===== src/rtl/sdxs_pkg.sv =====
package sdxs_pkg;
  // Index of each active-flag tracker in the generated array
  localparam int ACT_WR = 0;
  localparam int ACT_RD = 1;
  localparam int N_ACT  = 2;

  typedef struct packed {
    logic [3:0] rsvd;
    logic       rd_buf_en;
    logic       wr_buf_en;
    logic       rd_act;
    logic       wr_act;
  } sdxs_stat_t;
endpackage


===== src/rtl/sdxs_level_ctr.sv =====
module sdxs_level_ctr #(
  parameter int DEPTH = 16,
  parameter int LW    = $clog2(DEPTH + 1)
) (
  input  logic          clk,
  input  logic          rst_n,
  input  logic          flush,
  input  logic          push,
  input  logic          pop,
  output logic [LW-1:0] level
);
  localparam logic [LW-1:0] FULL = LW'(DEPTH);

  logic [LW-1:0] lvl_q, lvl_d;
  logic          lvl_en;
  logic          push_ok, pop_ok;

  always_comb begin
    push_ok = push && (lvl_q != FULL);
    pop_ok  = pop  && (lvl_q != '0);
    lvl_en  = flush || push_ok || pop_ok;
    lvl_d   = lvl_q;
    if (flush)
      lvl_d = '0;
    else if (push_ok && !pop_ok)
      lvl_d = lvl_q + 1'b1;
    else if (pop_ok && !push_ok)
      lvl_d = lvl_q - 1'b1;
  end

  always_ff @(posedge clk or negedge rst_n) begin
    if (!rst_n)
      lvl_q <= '0;
    else if (lvl_en)
      lvl_q <= lvl_d;
  end

  assign level = lvl_q;
endmodule


===== src/rtl/sdxs_wmark_cmp.sv =====
module sdxs_wmark_cmp #(
  parameter int DEPTH = 16,
  parameter int LW    = $clog2(DEPTH + 1)
) (
  input  logic [LW-1:0] level,
  input  logic [LW-1:0] rd_wmark,
  input  logic [LW-1:0] wr_wmark,
  input  logic          enable,
  output logic          rd_ready,
  output logic          wr_ready
);
  localparam logic [LW-1:0] FULL = LW'(DEPTH);

  logic [LW-1:0] free_sp;

  always_comb begin
    free_sp  = FULL - level;
    rd_ready = enable && (level   > rd_wmark);
    wr_ready = enable && (free_sp > wr_wmark);
  end
endmodule


===== src/rtl/sdxs_act_flag.sv =====
module sdxs_act_flag (
  input  logic clk,
  input  logic rst_n,
  input  logic kill,
  input  logic set_evt,
  input  logic clr_evt,
  output logic active,
  output logic fell
);
  logic act_q, act_d;
  logic fell_q, fell_d;

  always_comb begin
    act_d  = act_q;
    fell_d = 1'b0;
    if (kill)
      act_d = 1'b0;
    else if (clr_evt) begin
      act_d  = 1'b0;
      fell_d = act_q;
    end else if (set_evt)
      act_d = 1'b1;
  end

  always_ff @(posedge clk or negedge rst_n) begin
    if (!rst_n) begin
      act_q  <= 1'b0;
      fell_q <= 1'b0;
    end else begin
      act_q  <= act_d;
      fell_q <= fell_d;
    end
  end

  assign active = act_q;
  assign fell   = fell_q;
endmodule


===== src/rtl/sd_xfer_status.sv =====
module sd_xfer_status
  import sdxs_pkg::*;
#(
  parameter int DEPTH = 16,
  parameter int LW    = $clog2(DEPTH + 1)
) (
  input  logic          clk,
  input  logic          rst_n,
  input  logic          card_present,
  input  logic          push,
  input  logic          pop,
  input  logic [LW-1:0] rd_wmark,
  input  logic [LW-1:0] wr_wmark,
  input  logic          rd_cmd_end,
  input  logic          wr_cmd_end,
  input  logic          cont_req,
  input  logic          cont_is_rd,
  input  logic          rd_last_drained,
  input  logic          gap_stop,
  input  logic          card_blk_busy,
  input  logic          wr_crc_stat,
  input  logic          wr_last_blk,
  output logic [7:0]    stat_hi,
  output logic          xfer_done
);
  logic [LW-1:0]    lvl;
  logic             card_ok_q;
  logic             rd_ready, wr_ready;
  logic [N_ACT-1:0] set_v, clr_v, act_v, fell_v;
  sdxs_stat_t       stat;

  always_ff @(posedge clk or negedge rst_n) begin
    if (!rst_n)
      card_ok_q <= 1'b0;
    else
      card_ok_q <= card_present;
  end

  sdxs_level_ctr #(.DEPTH(DEPTH), .LW(LW)) u_lvl (
    .clk   (clk),
    .rst_n (rst_n),
    .flush (!card_present),
    .push  (push),
    .pop   (pop),
    .level (lvl)
  );

  sdxs_wmark_cmp #(.DEPTH(DEPTH), .LW(LW)) u_cmp (
    .level    (lvl),
    .rd_wmark (rd_wmark),
    .wr_wmark (wr_wmark),
    .enable   (card_ok_q),
    .rd_ready (rd_ready),
    .wr_ready (wr_ready)
  );

  always_comb begin
    set_v[ACT_RD] = rd_cmd_end || (cont_req && cont_is_rd);
    clr_v[ACT_RD] = rd_last_drained ||
                    (gap_stop && !card_blk_busy && (lvl == '0));
    set_v[ACT_WR] = wr_cmd_end || (cont_req && !cont_is_rd);
    clr_v[ACT_WR] = wr_crc_stat && (wr_last_blk || gap_stop);
  end

  for (genvar g = 0; g < N_ACT; g++) begin : g_act
    sdxs_act_flag u_act (
      .clk     (clk),
      .rst_n   (rst_n),
      .kill    (!card_present),
      .set_evt (set_v[g]),
      .clr_evt (clr_v[g]),
      .active  (act_v[g]),
      .fell    (fell_v[g])
    );
  end

  always_comb begin
    stat.rsvd      = '0;
    stat.rd_buf_en = rd_ready;
    stat.wr_buf_en = wr_ready;
    stat.rd_act    = act_v[ACT_RD];
    stat.wr_act    = act_v[ACT_WR];
  end

  assign stat_hi   = stat;
  assign xfer_done = |fell_v;
endmodule


===== config.mk =====
export PLATFORM = sky130hd
export DESIGN_NAME = sd_xfer_status
export DESIGN_NICKNAME = d
export VERILOG_FILES = /design/src/rtl/sdxs_pkg.sv /design/src/rtl/sdxs_level_ctr.sv /design/src/rtl/sdxs_wmark_cmp.sv /design/src/rtl/sdxs_act_flag.sv /design/src/rtl/sd_xfer_status.sv
export SDC_FILE = /design/constraint.sdc
export NUM_CORES = 1
export LEC_CHECK = 0
export BUFFER_PORTS_ARGS = -buffer_cell sky130_fd_sc_hd__buf_2
export CAP_MARGIN = 20
export CORE_UTILIZATION = 49
export DETAILED_ROUTE_END_ITERATION = 7
export GPL_TIMING_DRIVEN = 0
export PLACE_DENSITY = 0.81
export SLEW_MARGIN = 30
export SYNTH_ARGS = -nofsm -noshare
export SYNTH_HDL_FRONTEND = slang
export SYNTH_SLANG_ARGS = --single-unit

===== constraint.sdc =====
create_clock -name clk -period 3.12 [get_ports clk]
set_input_delay 0.624 -clock clk [delete_from_list [all_inputs] [get_ports clk]]
set_output_delay 0.624 -clock clk [all_outputs]
set_load 0.02 [all_outputs]

# After elaboration in Yosys (flattened, before gate mapping)
# Index checks and enable logic that the tools add are counted.
# op_classes
order_cmp	2
muxes	13
add_sub_neg	3
eq_ne	4
n_reduce_logical	26
# ops
operator	count
5-bit two-way mux	3
1-bit logical AND	11
5-bit greater-than comparator	2
1-bit two-way mux	10
3-bit by 1-bit != test with 1-bit output (second input constant)	3
1-bit logical OR	6
5-bit by 1-bit adder with 5-bit output (second input constant)	1
1-bit zero test	5
5-bit zero test	1
5-bit != test (second input constant)	1
5-bit nonzero test	1
5-bit by 1-bit subtractor with 5-bit output (second input constant)	1
5-bit subtractor (first input constant)	1
2-bit AND reduction	1
2-bit OR reduction	1
# word_totals
word_cells	54
reg_bits	10

# Longest topological paths before layout
# depth
ltp_word	7
depth_mapped	11
ltp_nobuf	11

# By module
# Synthesis repeated with hierarchy kept, for this count alone.
# unflattened
hier_cells	116
area_unflattened_um2	1058.5
# modules_own_cells
mod	area_per_inst_um2	cells_each	instances
sdxs_level_ctr	476.7	47	1
sdxs_wmark_cmp	299.0	42	1
sdxs_act_flag	72.6	5	2
sd_xfer_status	137.6	17	1

# Worst setup path before layout
# Ideal clock, no wire load.
# synth_path
path_kind	register to output
start	register u_lvl.lvl_q[0] (netlist: u_lvl.level[0])
end	output port stat_hi[2]
t_arrival_ns	2.041
required_time_ns	2.496
path_stages_with_launch	11
setup_slack_ns	0.455
path_buffers	1
cell_sequence	dfrtp_1 inv_1 ha_1 nor3b_1 ha_1 inv_1 ha_1 nand3_1 o22ai_1 o221a_1 buf_4
# synth_via
elab_chain_len	3
# synth_lines
item	line	text
start, declared	sdxs_level_ctr.sv:14	logic [LW-1:0] lvl_q, lvl_d;
start signal, assigned	sdxs_level_ctr.sv:35	lvl_q <= lvl_d;
5-bit subtractor	sdxs_wmark_cmp.sv:17	free_sp = FULL - level;
5-bit greater-than comparator	sdxs_wmark_cmp.sv:19	wr_ready = enable && (free_sp > wr_wmark);
1-bit logical AND	sdxs_wmark_cmp.sv:19	
end, declared	sd_xfer_status.sv:23	output logic [7:0] stat_hi,
# Every way passes these cells.

# Worst setup path in the final report
# Same ends and word-level chain as after synthesis.

==> run metrics <==
Netlist Area Pre-Place 980 um2; clk root buf clkbuf_4; reg-to-reg endpoint u_lvl.level[4]$_DFFE_PN0P_; via count of the routed design around 850; Top Family by Delay on Critical Path adder cells; PwrDens 828 nW/um2; Crit path depth 11; global-route wire length before repair between 3 and 4 mm; Area growth, synth to finish 31.0%; DR pass1 iterations 4; Via density ~4.9; Die H roughly 47 um; Starting Density 0.544; count of final setup violators 0; fill count 159; Avg WL per Cell 11.6 um; TritonCTS clock tree built; Worst Slack Setup Final 138 ps; Port-buffer cells 28; hold buffers post-CTS 0; CP max-delay cell dfrtp_1; Place WS roughly 31 ps; most common flop cell mapped by yosys dfrtp_1; Clock power frac 0.115; Final Hold Vio Count 0; largest net degree at the start of global routing 11; Cell variety after synth 35; crit path to stat_hi[2]; critical path endpoint category output port; Max Cap Viol 0; Final GP Congestion between 0.7 and 0.8; RSZ-0062 raised after global routing false; DRT iter0 DRCs 7; R2R depth 11; NetSw 0.000456 W; TritonCTS buffer count 3; share of layout cells above drive strength 1 0.392; fin crit share 0.956; post-synthesis average cell area 8.99 um2; H-tree Lvls 1; standard-cell rows 15; # DRC 0; CP bufs+invs 4; Layout Nets 191; CTS Sinks 10; Routed WL 2.00 mm; Placeable Area 1800 um2; Die Wd 46.7 um; Most common cell on crit path ha_4; Pint 0.000607 W; Worst R2R Setup Slack 470 ps; Peak VDD IR 518 uV; Final ANT Viol Nets 0; CP Class reg2out; Worst Setup Start Kind flip-flop; area of the die 2180 um2; Sw Share 0.429; Mapped Cells 109; status completed; CP max FO 2; Reg power frac 0.188; Final Max Tran Viols 0; initial antenna violation count 0; Layout Utilization 0.713; RR Startpoint u_lvl.level[0]$_DFFE_PN0P_; cell area after placement approximately 1200 um2; setup tns final 0 ps; Fmax 335 MHz; Critical Path Max Stage Delay 400 ps; setup skew after layout 3.71 ps; grt total ovfl 0; Antenna Cells 0; total power 0.00106 W; I/O pin total 33; Tot GR Track Use 0.230; Leak Pwr slightly above 0.7 nW; Comb pwr share 0.697; CP Launch Point u_lvl.level[0]$_DFFE_PN0P_; post-route cell area 1280 um2; clk slew on worst S/H paths 70 ps; CP cell instances inv_2 > ha_4 > nor3b_4 > ha_4 > inv_1 > ha_4 > nand3_2 > o22ai_1 > o221a_1 > buf_4 > buf_2; Worst-Skew Late Latency 280 ps; Worst EP required 2500 ps; Hold Crit Class in2async; vias in the first global route 851; Arr. time, crit path between 2000 and 2500 ps; number of synthesized flops with an enable pin 0; Final Critical Period 2980 ps; sequential area share after synthesis 0.255; Seq cells post-synth 10; asr flop ratio synth 1.00; CTS Buffer Depth 2; yosys warns 0; DP HPWL 1.58 mm
-- repair_timing --
action                                  in CTS  in global routing
pin swaps                                    1                  1
endpoints found under the setup margin       1                  1
gates resized for setup                      5                  5
setup buffers                                3                  1
-- flip-flops by register name, summed over array words and instances, names as in the netlist --
| register | cells |
|---|---|
| g_act.u_act.active | 2 |
| g_act.u_act.fell | 2 |
| u_lvl.level | 5 |
| card_ok_q | 1 |
-- power groups by stage --
stage	clock, W	sequential (W)	combinational [W]
after floorplan	0	0.000191	0.000489
after global placement	0	0.000204	0.000584
after detailed placement	0	0.000206	0.000615
after CTS	0.000123	0.000199	0.000668
after global routing	0.000136	0.000205	0.000833
final	0.000123	0.000199	0.000741
-- cells in the final DEF (no fill, tap or decap), types with 2 or more instances in the layout --
cell      Yosys  final
clkbuf_4      0      3
nand2_1       8      8
inv_1        17     15
ha_4          0      3
nor2b_1       2      2
a21oi_1       6      6
dfrtp_1      10      9
nand3_1       6      5
o31ai_1       3      3
a211o_1       2      2
conb_1        1      4
inv_2         0      2
buf_2         0     28
ha_1         17     14
buf_4         8     12
nor2_1        3      3
xnor2_1       4      4
-- kinds of logic (layout without fill, tap and decap cells) --
kind of cell,count (synthesis),after routing,share of synthesized area
buf+inv,26,62,0.130
fa+ha+maj,18,18,0.238
other cells,1,4,0.00383
flops,10,10,0.255
simple gates,27,27,0.158
xor+xnor,5,5,0.0524
compound gates,21,21,0.152
mux,1,1,0.0102
-- worst reg2reg max path: stages (launching register included) --
cell      delay (ps)
dfrtp_1          400
inv_2             90
ha_4             140
nor3b_4          260
ha_4             180
nand2b_4         140
nand2_2          120
fa_1             420
a21o_1           210
a211o_1          300
o22ai_2          140
mux2i_1          190
-- cell type report --
cell class                 count  area [um2]  area share
sequential                    10         251       0.196
timing repair buffer          32         170       0.133
multi-input combinational     76         667       0.519
buffer                         9        63.8      0.0497
clock buffer                   4        36.3      0.0283
inverter                      17        63.8      0.0497
tap                           25        31.3      0.0244
-- cells in the mapped netlist (2+ instances only) --
master    n  area share
nand3_1   6       0.031
a211o_1   2       0.018
a21oi_1   6       0.031
nor2_1    3       0.011
inv_1    17       0.065
o31ai_1   3       0.023
ha_1     17        0.22
nor2b_1   2       0.013
xnor2_1   4       0.036
buf_4     8       0.061
nand2_1   8       0.031
dfrtp_1  10        0.26
-- worst min-delay path by stage --
stage               cells after the start                                end  slack, ps
finish                                  1         u_lvl.level[4]$_DFFE_PN0P_        190
detailed placement                      1  g_act[0].u_act.active$_DFFE_PN0P_        490
CTS                                     1         u_lvl.level[4]$_DFFE_PN0P_        190
global placement                        1  g_act[0].u_act.active$_DFFE_PN0P_        490
floorplan                               0                card_ok_q$_DFF_PN0_        330
global route                            1         u_lvl.level[4]$_DFFE_PN0P_        180
-- stage by stage --
stage	hold slack, ps	instances
2_1_floorplan	328	112
3_3_place_gp	488	165
3_5_place_dp	492	165
4_1_cts	192	172
5_1_grt	181	173
6_report	188	173
-- layer usage --
metal | share of wire | vias to the layer above | track usage
li1 | - | 437 | -
met1 | 0.41 | 389 | 0.246
met2 | 0.54 | 26 | 0.428
met3 | 0.041 | 2 | 0.0588
met4 | 0.010 | 0 | 0.0857
met5 | 0 | - | 0
Power figures use the tool's default switching activity.
